===== src/rtl/lpm_pkg.sv =====
// Package: shared constants for the low-power mode entry controller.
// Assumes the byte offsets and one-hot status positions below are fixed.
package lpm_pkg;

    typedef enum logic [1:0] {
        SEQ_RUN  = 2'd0,
        SEQ_WAIT = 2'd1,
        SEQ_STOP = 2'd2
    } seq_state_e;

    localparam logic [1:0] ADDR_ALLOW = 2'd0;
    localparam logic [1:0] ADDR_REQ   = 2'd1;
    localparam logic [1:0] ADDR_DEEP  = 2'd2;
    localparam logic [1:0] ADDR_STAT  = 2'd3;

    localparam logic [1:0] TGT_RETAIN = 2'd1;
    localparam logic [1:0] TGT_DEEP   = 2'd2;

    localparam int N_RW  = 3;
    localparam int N_RAM = 2;

    // Reset values and writable masks, index = byte offset
    localparam logic [N_RW-1:0][7:0] RW_RESET = {8'h03, 8'h00, 8'h00};
    localparam logic [N_RW-1:0][7:0] RW_MASK  = {8'h07, 8'hF3, 8'h03};

    localparam logic [7:0] STAT_RUN    = 8'h01;
    localparam logic [7:0] STAT_RETAIN = 8'h02;
    localparam logic [7:0] STAT_DEEP3  = 8'h04;

endpackage


===== src/rtl/lpm_regs.sv =====
// Module: register bank and request decoder.
// Holds the allow, request and deep-select registers, returns read data and
// turns an allowed request write in run state into a one-cycle request.
// Assumes single-cycle writes on the same clock.
module lpm_regs
    import lpm_pkg::*;
(
    input  logic       clk,
    input  logic       rst_n,
    input  logic       wr,
    input  logic [1:0] addr,
    input  logic [7:0] wdata,
    input  logic       in_run,
    input  logic [7:0] stat,
    output logic [7:0] rdata,
    output logic       req_valid,
    output logic [7:0] req_onehot,
    output logic [3:0] req_code,
    output logic       por_keep
);

    logic [N_RW-1:0][7:0] rw_q;
    logic [1:0]           tgt;
    logic                 wr_req;
    logic                 want_retain;
    logic                 want_deep;

    // Store masked write data; offset 3 has no storage here
    always_ff @(posedge clk) begin
        if (!rst_n) begin
            rw_q <= RW_RESET;
        end else begin
            for (int i = 0; i < N_RW; i++) begin
                if (wr && addr == 2'(i)) begin
                    rw_q[i] <= wdata & RW_MASK[i];
                end
            end
        end
    end

    // Read multiplexer; status comes from the sequencer
    always_comb begin
        case (addr)
            ADDR_ALLOW: rdata = rw_q[0];
            ADDR_REQ:   rdata = rw_q[1];
            ADDR_DEEP:  rdata = rw_q[2];
            default:    rdata = stat;
        endcase
    end

    // Decode an allowed request from the write in flight
    always_comb begin
        tgt         = wdata[1:0];
        wr_req      = wr && (addr == ADDR_REQ) && in_run;
        want_retain = wr_req && (tgt == TGT_RETAIN) && rw_q[0][0];
        want_deep   = wr_req && (tgt == TGT_DEEP) && rw_q[0][1];
        req_valid   = want_retain || want_deep;
        req_code    = wdata[7:4];
        if (want_deep) begin
            req_onehot = STAT_DEEP3 << (2'd3 - rw_q[2][1:0]);
        end else begin
            req_onehot = STAT_RETAIN;
        end
    end

    assign por_keep = rw_q[2][2];

endmodule


===== src/rtl/lpm_seq.sv =====
// Module: clock shutdown sequencer.
// Stops the core clock on a request, waits for every stop acknowledge within
// a timeout window, then stops system and bus clocks and latches status.
// Assumes stop_ack is synchronous to clk.
module lpm_seq
    import lpm_pkg::*;
#(
    parameter int N_PERIPH = 4,
    parameter int TO_STEP  = 4
) (
    input  logic                clk,
    input  logic                rst_n,
    input  logic                req_valid,
    input  logic [7:0]          req_onehot,
    input  logic [3:0]          req_code,
    input  logic [N_PERIPH-1:0] stop_ack,
    output logic                in_run,
    output logic                stop_req,
    output logic                core_clk_en,
    output logic                sys_clk_en,
    output logic                bus_clk_en,
    output logic [7:0]          stat
);

    localparam int TO_MAX = 16 * TO_STEP;
    localparam int CW     = $clog2(TO_MAX + 1);

    seq_state_e    state;
    logic [CW-1:0] cnt;
    logic [CW-1:0] limit;
    logic [CW-1:0] limit_next;
    logic [7:0]    pend;
    logic          all_ack;

    // Window length for the request being accepted
    assign limit_next = CW'((32'(req_code) + 32'd1) * 32'(TO_STEP));
    assign all_ack    = &stop_ack;

    // Sequence state, timeout counter and status register
    always_ff @(posedge clk) begin
        if (!rst_n) begin
            state <= SEQ_RUN;
            cnt   <= '0;
            limit <= '0;
            pend  <= STAT_RUN;
            stat  <= STAT_RUN;
        end else begin
            case (state)
                SEQ_RUN: begin
                    if (req_valid) begin
                        state <= SEQ_WAIT;
                        cnt   <= '0;
                        limit <= limit_next;
                        pend  <= req_onehot;
                    end
                end
                SEQ_WAIT: begin
                    if (all_ack) begin
                        state <= SEQ_STOP;
                        stat  <= pend;
                    end else if (cnt == limit - 1'b1) begin
                        state <= SEQ_RUN;
                    end else begin
                        cnt <= cnt + 1'b1;
                    end
                end
                default: state <= SEQ_STOP;
            endcase
        end
    end

    // Clock enables decoded from the sequence state
    always_comb begin
        in_run      = (state == SEQ_RUN);
        stop_req    = !in_run;
        core_clk_en = in_run;
        sys_clk_en  = (state != SEQ_STOP);
        bus_clk_en  = (state != SEQ_STOP);
    end

endmodule


===== src/rtl/lpm_domains.sv =====
// Module: power-domain decoder.
// Maps the one-hot mode status to supply, retention and enable outputs.
// Assumes stat_lo is one-hot (bit0 run .. bit5 deepest level).
module lpm_domains
    import lpm_pkg::*;
(
    input  logic [5:0]       stat_lo,
    input  logic             por_keep,
    output logic             logic_pwr,
    output logic             logic_lowv,
    output logic [N_RAM-1:0] ram_pwr,
    output logic             aux_ram_pwr,
    output logic             regfile_pwr,
    output logic             io_hold,
    output logic             lpo_en,
    output logic             por_en
);

    logic       deep;
    logic [1:0] lvl;

    // Deep flag and deep level from the one-hot status
    always_comb begin
        deep = |stat_lo[5:2];
        if (stat_lo[2])      lvl = 2'd3;
        else if (stat_lo[3]) lvl = 2'd2;
        else if (stat_lo[4]) lvl = 2'd1;
        else                 lvl = 2'd0;
    end

    // Partition p stays powered down to deep level p+2
    for (genvar p = 0; p < N_RAM; p++) begin : g_ram
        assign ram_pwr[p] = !deep || (32'(lvl) >= p + 2);
    end

    // Remaining domain controls
    always_comb begin
        logic_pwr   = !deep;
        logic_lowv  = stat_lo[1];
        aux_ram_pwr = !deep;
        regfile_pwr = 1'b1;
        io_hold     = deep;
        lpo_en      = !stat_lo[5];
        por_en      = !stat_lo[5] || por_keep;
    end

endmodule


===== src/rtl/lpm_ctrl.sv =====
// Module: top of the low-power mode entry controller.
// Connects the register bank, the shutdown sequencer and the domain decoder.
// Assumes a synchronous register bus and synchronous acknowledges.
module lpm_ctrl
    import lpm_pkg::*;
#(
    parameter int N_PERIPH = 4,
    parameter int TO_STEP  = 4
) (
    input  logic                clk,
    input  logic                rst_n,
    input  logic                reg_wr,
    input  logic [1:0]          reg_addr,
    input  logic [7:0]          reg_wdata,
    output logic [7:0]          reg_rdata,
    input  logic [N_PERIPH-1:0] stop_ack,
    output logic                stop_req,
    output logic                core_clk_en,
    output logic                sys_clk_en,
    output logic                bus_clk_en,
    output logic                logic_pwr,
    output logic                logic_lowv,
    output logic [1:0]          ram_pwr,
    output logic                aux_ram_pwr,
    output logic                regfile_pwr,
    output logic                io_hold,
    output logic                lpo_en,
    output logic                por_en
);

    logic       in_run;
    logic [7:0] mode_stat;
    logic       req_valid;
    logic [7:0] req_onehot;
    logic [3:0] req_code;
    logic       por_keep;

    lpm_regs i_regs (
        .clk        (clk),
        .rst_n      (rst_n),
        .wr         (reg_wr),
        .addr       (reg_addr),
        .wdata      (reg_wdata),
        .in_run     (in_run),
        .stat       (mode_stat),
        .rdata      (reg_rdata),
        .req_valid  (req_valid),
        .req_onehot (req_onehot),
        .req_code   (req_code),
        .por_keep   (por_keep)
    );

    lpm_seq #(
        .N_PERIPH (N_PERIPH),
        .TO_STEP  (TO_STEP)
    ) i_seq (
        .clk         (clk),
        .rst_n       (rst_n),
        .req_valid   (req_valid),
        .req_onehot  (req_onehot),
        .req_code    (req_code),
        .stop_ack    (stop_ack),
        .in_run      (in_run),
        .stop_req    (stop_req),
        .core_clk_en (core_clk_en),
        .sys_clk_en  (sys_clk_en),
        .bus_clk_en  (bus_clk_en),
        .stat        (mode_stat)
    );

    lpm_domains i_dom (
        .stat_lo     (mode_stat[5:0]),
        .por_keep    (por_keep),
        .logic_pwr   (logic_pwr),
        .logic_lowv  (logic_lowv),
        .ram_pwr     (ram_pwr),
        .aux_ram_pwr (aux_ram_pwr),
        .regfile_pwr (regfile_pwr),
        .io_hold     (io_hold),
        .lpo_en      (lpo_en),
        .por_en      (por_en)
    );

endmodule


===== config.mk =====
export PLATFORM = sky130hd
export DESIGN_NAME = lpm_ctrl
export DESIGN_NICKNAME = d
export VERILOG_FILES = /design/src/rtl/lpm_pkg.sv /design/src/rtl/lpm_regs.sv /design/src/rtl/lpm_seq.sv /design/src/rtl/lpm_domains.sv /design/src/rtl/lpm_ctrl.sv
export SDC_FILE = /design/constraint.sdc
export NUM_CORES = 1
export LEC_CHECK = 0
export ABC_CLOCK_PERIOD_IN_PS = 2400
export BUFFER_PORTS_ARGS = -buffer_cell sky130_fd_sc_hd__buf_2
export CORE_ASPECT_RATIO = 1.1
export CORE_MARGIN = 2
export CORE_UTILIZATION = 50
export DETAILED_ROUTE_END_ITERATION = 8
export PLACE_DENSITY = 0.74
export RECOVER_POWER = 50
export SYNTH_ARGS = -nofsm -noshare
export SYNTH_HDL_FRONTEND = slang
export SYNTH_SLANG_ARGS = --single-unit

===== constraint.sdc =====
create_clock -name clk -period 2.4 [get_ports clk]
set_input_delay 0.24 -clock clk [delete_from_list [all_inputs] [get_ports clk]]
set_output_delay 0.24 -clock clk [all_outputs]
set_load 0.02 [all_outputs]

==> results.sh, run 1 <==
export IMPL_syn_nets=233
export IMPL_yosysTopAreaCell="dfxtp_1"
export IMPL_required_ps=2620
export IMPL_whs_path_depth=3
export IMPL_antenna_found_initial=0
export IMPL_drc=0
export IMPL_clockRootBuffer="clkbuf_8"
export IMPL_holdWs_ps=208
export IMPL_hold_viol=0
export IMPL_clock_power_share_pct=47.2
export IMPL_critPathSlowestCell="or4_1"
export IMPL_clock_path_buffers=2
export IMPL_post_dp_hpwl_mm=3.02
export IMPL_cts_tree="built"
export IMPL_ys_seq_area_share_pct=38.0
export IMPL_rr_worst_depth=8
export IMPL_cp_max_fo=14
export IMPL_crit_arrival_ps=2370
export IMPL_synth_ff_type="dfxtp_1"
export IMPL_grt_overflow=0
export IMPL_power_density_nw_per_um2=593
export IMPL_yosys_warnings=0
export IMPL_core_sq_um=3680
export IMPL_cts_buffers_inserted=5
export IMPL_end_kind="flip-flop"
export IMPL_vias=1602
export IMPL_synthTopCellsByArea="dfxtp_1 (38%), mux2i_1 (9.2%), nor2b_1 (6.7%), nand2_1 (3.8%), mux4_2 (2.3%)"
export IMPL_avgSynthCellArea_sq_um=9.16
export IMPL_vias_per_cell=5.39
export IMPL_postCtsSetupRepairBufs=0
export IMPL_synthTopCellsByCount="dfxtp_1 (37), nor2b_1 (21), nand2_1 (20)"
export IMPL_synth_top_area_share_pct=38.0
export IMPL_switching_power_w=0.000272
export IMPL_cts_sinks=37
export IMPL_drtIter0Drc=68
export IMPL_h_tree_depth=2
export IMPL_grt_pass1_wl_mm=6.98
export IMPL_synth_mux_area_share_pct=11.5
export IMPL_synth_cell_area_sq_um=1950
export IMPL_nets=266
export IMPL_synth_edff_count=0
export IMPL_n_antenna_cell=0
export IMPL_skew_ps=5.22
export IMPL_cts_resized=0
export IMPL_max_cap_viol_count=0
export IMPL_internal_power_w=0.00107
export IMPL_grt_pass1_vias=1550
export IMPL_n_fill_cell=359
export IMPL_synth_top_family_by_area="simple AND/OR/NAND/NOR gates"
export IMPL_finalMaxSlewViolations=0
export IMPL_grt_max_degree=35
export IMPL_grt_setup_unrepaired="no"
export IMPL_tightest_slew_ps=504
export IMPL_swShare_pct=20.3
export IMPL_worstSkewPairLatency_ps=290
export IMPL_r2r_end="i_seq.cnt[5]"
export IMPL_synth_adder_area_share_pct=1.92
export IMPL_grt_util_all_layers_pct=19.8
export IMPL_ant_nets=0
export IMPL_cts_hold_buf=0
export IMPL_synth_xor_area_share_pct=3.59
export IMPL_synth_simple_area_share_pct=26.4
export IMPL_crit_type="reg -> reg"
export IMPL_pre_cts_ws_ps=248
export IMPL_max_stage_delay_ps=500
export IMPL_holdCritPathClass="in -> reg"
export IMPL_drive_gt1_share_pct=19.4
export IMPL_routabilityCongestion=0.788
export IMPL_start_kind="flip-flop"
export IMPL_drt_total_wl_mm=4.03
export IMPL_seqPwrFrac_pct=46.5
export IMPL_timing_fmax_mhz=465
export IMPL_area_delta_synth_final_pct=16.2
export IMPL_rrSetupSlack_ps=250
export IMPL_hold_end="i_regs.por_keep"
export IMPL_yosysMostFrequentCell="dfxtp_1"
export IMPL_async_flop_share_pct=0
export IMPL_fin_setup_tns_ps=0
export IMPL_initial_utilization_pct=53.0
export IMPL_place_port_buffers=35
export IMPL_status="completed"
export IMPL_ys_ff_latch=37
export IMPL_rows=23
export IMPL_slew_headroom_pct=66.1
export IMPL_fin_ws_ps=247
export IMPL_synth_distinct_cells=48
export IMPL_die_h_microns=69.5
export IMPL_power_leakage_nw=0.941
export IMPL_finalSetupViolations=0
export IMPL_cp_cell_sequence="inv_1 > ha_1 > and3_1 > o221ai_2 > a2111oi_4 > buf_4 > or4_1 > a21oi_1"
export IMPL_hold_start="reg_wdata[2]"
export IMPL_comb_power_share_pct=6.3
export IMPL_fin_crit_ps=2150
export IMPL_fin_crit_sh_pct=89.7
export IMPL_synth_compound_area_share_pct=13.0
export IMPL_reg2reg_from="i_seq.limit[2]"
export IMPL_wl_per_cell_microns=13.6
export IMPL_peakVddDrop_uv=500
export IMPL_die_area_sq_um=4420
export IMPL_die_x_microns=63.6
export IMPL_ios=38
export IMPL_synth_cells=213
export IMPL_drt_pass1_iterations=4
export IMPL_path_clk_slew_ps=70
## power by group through the flow
stage / logic [W] / registers [W] / clock network, W
finish: 0.0000841 / 0.000625 / 0.000634
global route: 0.0000921 / 0.000626 / 0.000674
floorplan: 0.0000556 / 0.000638 / 0
detailed placement: 0.0000851 / 0.000639 / 0
global placement: 0.0000844 / 0.000639 / 0
CTS: 0.0000855 / 0.000625 / 0.000649
## per-layer routing
metal  GRT usage (%)  part of all wire [%]  wire, microns
met2            33.8                    51           2060
met3            5.36                   3.7            151
met5               0                     0              0
met1            23.4                    43           1730
met4            7.49                   2.2             89
## registers in the layout, summed over array words and instances, names as in the netlist
| register | cells |
|---|---|
| i_seq.pend | 6 |
| i_seq.limit | 5 |
| i_regs.por_keep | 1 |
| i_seq.stat | 6 |
| i_seq.state | 2 |
| i_seq.cnt | 7 |
| i_regs.rw_q | 10 |
## worst max path at each step
stage,startpoint,depth (start not counted),slack (ps),to
CTS,i_seq.limit[2],8,230,i_seq.cnt[5]
floorplan,i_seq.limit[2],8,410,i_seq.cnt[0]
finish,i_seq.limit[2],8,250,i_seq.cnt[5]
global route,i_seq.limit[2],8,110,i_seq.cnt[5]
global placement,i_seq.limit[2],8,300,i_seq.cnt[5]
detailed placement,i_seq.limit[2],8,250,i_seq.cnt[5]
## cell type report
| class | instances | area (sq um) | share of cell area [%] |
|---|---|---|---|
| well taps | 50 | 62.6 | 2.76 |
| clock inverters | 3 | 65.1 | 2.87 |
| clock buffers | 5 | 68.8 | 3.04 |
| multi-input cells | 155 | 1110 | 48.8 |
| inverters | 7 | 26.3 | 1.16 |
| repair buffers | 40 | 196 | 8.67 |
| flip-flops and latches | 37 | 741 | 32.7 |
## placed cells by master (no fill, tap or decap), types with 5 or more instances in the layout
cell type	n
nor2b_1	21
mux2i_1	18
clkbuf_8	5
nand2_1	20
nor3_1	5
inv_1	6
clkbuf_1	11
nor2_1	6
buf_2	25
dfxtp_1	37
and3_1	5
o21ai_0	6
a21oi_1	6
or4_1	6
## critical path: cells and delay by family, from the launching register on
kind / cells / cell delay (ps)
flops: 1 / 380
compound gates: 3 / 510
buf+inv: 2 / 250
simple gates: 2 / 710
fa+ha+maj: 1 / 250
## cells by family (layout without fill, tap and decap cells)
kind of cell / count (synthesis) / after routing
AND/OR/NAND/NOR: 90 / 90
AO/OA/AOI/OAI: 33 / 33
XOR/XNOR: 8 / 8
buffers and inverters: 21 / 55
multiplexers: 20 / 20
adder cells (fa/ha/maj): 3 / 3
other: 1 / 1
flip-flops: 37 / 37
## stage by stage
stage	instances	cell area [sq um]	util (%)	power, W
6_report	297	2270	61.5	0.00134
5_1_grt	297	2270	61.5	0.00139
4_1_cts	297	2280	62.0	0.00136
3_5_place_dp	289	2150	58.3	0.000724
3_3_place_gp	289	2150	58.3	0.000723
2_1_floorplan	213	1950	-	0.000693
(Power assumes the default switching activity.)
==> run 2, diff against run 1 <==
CORE_MARGIN = 3   (was 2)
PLACE_DENSITY = 0.83   (was 0.74)
==> results.sh, run 2 (synthesis results as in run 1) <==
export IMPL_place_port_buffers=35
export IMPL_vias=1591
export IMPL_peakVddDrop_uv=449
export IMPL_mostFrequentLayoutCell="dfxtp_1"
export IMPL_drive_gt1_share_pct=18.8
export IMPL_largest_register_ffs=10
export IMPL_cp_startpoint="i_seq.limit[2]"
export IMPL_rr_worst_depth=8
export IMPL_holdCritPathClass="in -> reg"
export IMPL_drt_total_wl_mm=4.15
export IMPL_cts_resized=0
export IMPL_drc=0
export IMPL_vias_per_cell=5.39
export IMPL_cts_sinks=37
export IMPL_nets=266
export IMPL_end_kind="flip-flop"
export IMPL_ant_nets=0
export IMPL_critPathBufInv=2
export IMPL_crit_type="reg -> reg"
export IMPL_hold_end="i_regs.por_keep"
export IMPL_regMostFlops="i_regs.rw_q"
export IMPL_start_kind="flip-flop"
export IMPL_fin_setup_tns_ps=0
export IMPL_antenna_found_initial=0
export IMPL_initial_utilization_pct=53.0
export IMPL_die_area_sq_um=4690
export IMPL_wl_met2_mm=2.20
export IMPL_required_ps=2620
export IMPL_die_x_microns=65.6
export IMPL_fin_crit_ps=2170
export IMPL_whs_path_depth=3
export IMPL_cp_max_fo=14
export IMPL_crit_family="simple AND/OR/NAND/NOR gates"
export IMPL_drtIter0Drc=81
export IMPL_drt_pass1_iterations=4
export IMPL_postCtsSetupRepairBufs=0
export IMPL_routabilityCongestion=0.784
export IMPL_final_cell_mix="dfxtp_1 (37), buf_2 (25), nor2b_1 (21)"
export IMPL_h_tree_depth=2
export IMPL_skew_ps=2.60
export IMPL_area_delta_synth_final_pct=13.1
export IMPL_wl_met1_mm=1.76
export IMPL_dr_wl_met3_microns=140
export IMPL_ios=38
export IMPL_hold_viol=0
export IMPL_status="completed"
export IMPL_worstSkewPairLatency_ps=280
export IMPL_finalSetupViolations=0
export IMPL_power_density_nw_per_um2=502
export IMPL_grt_pass1_vias=1552
export IMPL_finalMaxSlewViolations=0
export IMPL_reg2reg_from="i_seq.limit[2]"
export IMPL_cts_tree="built"
export IMPL_timing_fmax_mhz=461
export IMPL_critPathSlowestCell="or4_1"
export IMPL_core_sq_um=3680
export IMPL_rrSetupSlack_ps=230
export IMPL_reg_top3="i_regs.rw_q x10, i_seq.cnt x7"
export IMPL_die_h_microns=71.5
export IMPL_n_antenna_cell=0
export IMPL_cts_buffers_inserted=5
export IMPL_max_cap_viol_count=0
export IMPL_highest_layer="met4"
export IMPL_grt_overflow=0
export IMPL_n_fill_cell=364
export IMPL_power_w=0.00111
export IMPL_tightest_slew_ps=639
export IMPL_path_clk_slew_ps=70
export IMPL_grt_pass1_wl_mm=7.05
export IMPL_grt_setup_unrepaired="no"
export IMPL_grt_util_all_layers_pct=19.3
export IMPL_clock_path_buffers=2
export IMPL_cts_hold_buf=0
export IMPL_post_dp_hpwl_mm=3.11
export IMPL_rows=23
export IMPL_clockRootBuffer="clkbuf_8"
export IMPL_fin_crit_sh_pct=90.4
export IMPL_crit_arrival_ps=2390
export IMPL_slew_headroom_pct=57.0
export IMPL_hold_start="reg_wdata[2]"
export IMPL_r2r_end="i_seq.cnt[6]"
export IMPL_wl_per_cell_microns=14.1
export IMPL_power_leakage_nw=0.913
export IMPL_grt_max_degree=35
export IMPL_cp_cell_sequence="inv_1 > ha_1 > and3_1 > o221ai_2 > a2111oi_4 > buf_4 > or4_1 > a21oi_1"
export IMPL_max_stage_delay_ps=500
==> run 2: changes by cell type in the layout (fill, tap and decap cells not counted), sizes merged <==
cell | before | now
bufinv | 2 | 0
==> run 2: worst max path at each step <==
stage | end | slack (ps) | depth (start not counted)
2_1_floorplan | i_seq.cnt[0] | 410 | 8
3_3_place_gp | i_seq.cnt[5] | 310 | 8
3_5_place_dp | i_seq.cnt[6] | 250 | 8
4_1_cts | i_seq.cnt[6] | 230 | 8
5_1_grt | i_seq.cnt[5] | 80 | 8
6_report | i_seq.cnt[6] | 230 | 8
==> run 2: area by class of cell <==
type	instances	area, sq um	area share (%)
Inverter	7	26.3	1.19
Sequential cell	37	741	33.6
Timing Repair Buffer	40	196	8.91
Multi-Input combinational cell	155	1110	50.1
Clock buffer	5	68.8	3.12
Clock inverter	1	5.00	0.227
Tap cell	50	62.6	2.84
==> run 2: routing by layer <==
| metal | vias up | GRT usage (%) |
|---|---|---|
| met5 | - | 0 |
| met2 | 31 | 33.5 |
| met3 | 4 | 4.23 |
| met1 | 738 | 22.9 |
| li1 | 818 | - |
| met4 | 0 | 7.60 |
==> run 2: power breakdown <==
part,internal [W],leakage (nW),switching [W]
clock,0.000191,0.0399,0.000208
sequential,0.000620,0.299,0.00000487
combinational,0.0000380,0.574,0.0000463
==> run 2: tightest hold or removal path, stage by stage <==
cell and delay, ps:
buf_2 70, mux2i_1 50, nor2b_1 100
==> run 2: per-stage QoR <==
step	area (sq um)	util, %	setup slack (ps)	hold WS (ps)	cells
global placement	2150	58.3	312	431	289
CTS	2220	60.3	233	219	295
finish	2210	59.9	232	220	295
detailed placement	2150	58.3	250	452	289
global route	2210	59.9	75.8	260	295
floorplan	1950	-	414	365	213
==> run 3, diff against run 2 <==
ABC_CLOCK_PERIOD_IN_PS = 2600   (was 2400)
clock period = 2.6 ns   (was 2.4 ns; I/O delays follow)
==> results.sh, run 3 (synthesis results as in run 1) <==
export IMPL_wl_per_cell_microns=13.6
export IMPL_swShare_pct=22.3
export IMPL_fin_crit_ps=2170
export IMPL_drt_total_wl_mm=4.01
export IMPL_internal_power_w=0.000818
export IMPL_routabilityCongestion=0.788
export IMPL_holdCritPathClass="in -> reg"
export IMPL_cts_hold_buf=0
export IMPL_regMostFlops="i_regs.rw_q"
export IMPL_initial_utilization_pct=53.0
export IMPL_fin_ws_ps=430
export IMPL_start_kind="flip-flop"
export IMPL_cp_max_fo=14
export IMPL_clock_path_buffers=2
export IMPL_grt_setup_unrepaired="no"
export IMPL_n_fill_cell=348
export IMPL_finalMaxSlewViolations=0
export IMPL_worstSkewPairLatency_ps=280
export IMPL_final_cell_mix="dfxtp_1 (37), buf_2 (25), nor2b_1 (21)"
export IMPL_required_ps=2810
export IMPL_die_x_microns=65.6
export IMPL_crit_arrival_ps=2380
export IMPL_largest_register_ffs=10
export IMPL_fin_crit_sh_pct=83.5
export IMPL_seqPwrFrac_pct=54.8
export IMPL_comb_power_share_pct=7.3
export IMPL_mostFrequentLayoutCell="dfxtp_1"
export IMPL_cts_buffers_inserted=5
export IMPL_pre_cts_ws_ps=457
export IMPL_grt_util_all_layers_pct=18.5
export IMPL_skew_ps=3.84
export IMPL_switching_power_w=0.000235
export IMPL_clockRootBuffer="clkbuf_8"
export IMPL_n_antenna_cell=0
export IMPL_die_area_sq_um=4690
export IMPL_reg_top3="i_regs.rw_q x10, i_seq.cnt x7"
export IMPL_clock_power_share_pct=37.9
export IMPL_peakVddDrop_uv=384
export IMPL_h_tree_depth=2
export IMPL_end_kind="flip-flop"
export IMPL_hold_viol=0
export IMPL_drtIter0Drc=62
export IMPL_grt_pass1_vias=1539
export IMPL_cts_tree="built"
export IMPL_path_clk_slew_ps=70
export IMPL_nets=265
export IMPL_ant_nets=0
export IMPL_slew_headroom_pct=60.5
export IMPL_power_leakage_nw=0.913
export IMPL_crit_type="reg -> reg"
export IMPL_grt_max_degree=35
export IMPL_postCtsSetupRepairBufs=0
export IMPL_core_sq_um=3680
export IMPL_place_port_buffers=35
export IMPL_die_h_microns=71.5
export IMPL_tightest_slew_ps=587
export IMPL_status="completed"
export IMPL_timing_fmax_mhz=461
export IMPL_grt_pass1_wl_mm=6.81
export IMPL_post_dp_hpwl_mm=2.93
export IMPL_ios=38
export IMPL_grt_overflow=0
export IMPL_fin_setup_tns_ps=0
export IMPL_finalSetupViolations=0
export IMPL_power_density_nw_per_um2=476
export IMPL_cts_sinks=37
export IMPL_vias=1597
export IMPL_vias_per_cell=5.41
export IMPL_drc=0
export IMPL_rows=23
export IMPL_drive_gt1_share_pct=18.4
export IMPL_area_delta_synth_final_pct=13.3
export IMPL_antenna_found_initial=0
export IMPL_cts_resized=0
export IMPL_drt_pass1_iterations=4
export IMPL_max_cap_viol_count=0
run 3: layer usage:
layer	part of all wire (%)	track usage (%)	wire length, microns
met1	43	21.8	1730
met2	51	32.2	2040
met3	4.9	5.02	195
met4	1.3	6.45	51
met5	0	0	0
run 3: final cells by class:
| cell class | instances | area (sq um) | share of cell area [%] |
|---|---|---|---|
| clock buffers | 7 | 86.3 | 3.90 |
| inverters | 7 | 26.3 | 1.19 |
| multi-input cells | 155 | 1110 | 50.0 |
| flip-flops and latches | 37 | 741 | 33.5 |
| well taps | 50 | 62.6 | 2.83 |
| repair buffers | 39 | 189 | 8.55 |
run 3: path summary, 6_finish.rpt:
kind / start / end / slack, ps / cells after the start
hold / removal: reg_wdata[2] / i_regs.por_keep / 240 / 3
setup / recovery: i_seq.limit[2] / i_seq.cnt[6] / 430 / 8
hold reg to reg: i_seq.pend[0] / i_seq.pend[0] / 450 / 2
setup reg to reg: i_seq.limit[2] / i_seq.cnt[6] / 430 / 8
run 3: power by group through the flow:
| stage | registers, W | clock network [W] | logic (W) |
|---|---|---|---|
| 2_1_floorplan | 0.000589 | 0 | 0.0000514 |
| 3_3_place_gp | 0.000590 | 0 | 0.0000767 |
| 3_5_place_dp | 0.000590 | 0 | 0.0000778 |
| 4_1_cts | 0.000577 | 0.000412 | 0.0000780 |
| 5_1_grt | 0.000578 | 0.000439 | 0.0000844 |
| 6_report | 0.000577 | 0.000399 | 0.0000773 |
run 3: worst max-delay path, stage by stage (launching register included):
cell and delay (ps):
dfxtp_1 390, inv_1 60, ha_1 250, and3_1 210, o221ai_2 250, a2111oi_4 110, buf_4 190, or4_1 500
a21oi_1 140
run 3: through the flow:
stage          std cells  total power [W]  hold slack, ps  instance area (sq um)  util, %
2_1_floorplan        213         0.000640             385                   1950        -
3_3_place_gp         288         0.000667             433                   2140     58.1
3_5_place_dp         288         0.000668             442                   2140     58.1
4_1_cts              295          0.00107             245                   2230     60.5
5_1_grt              295          0.00110             255                   2210     60.0
6_report             295          0.00105             245                   2210     60.0
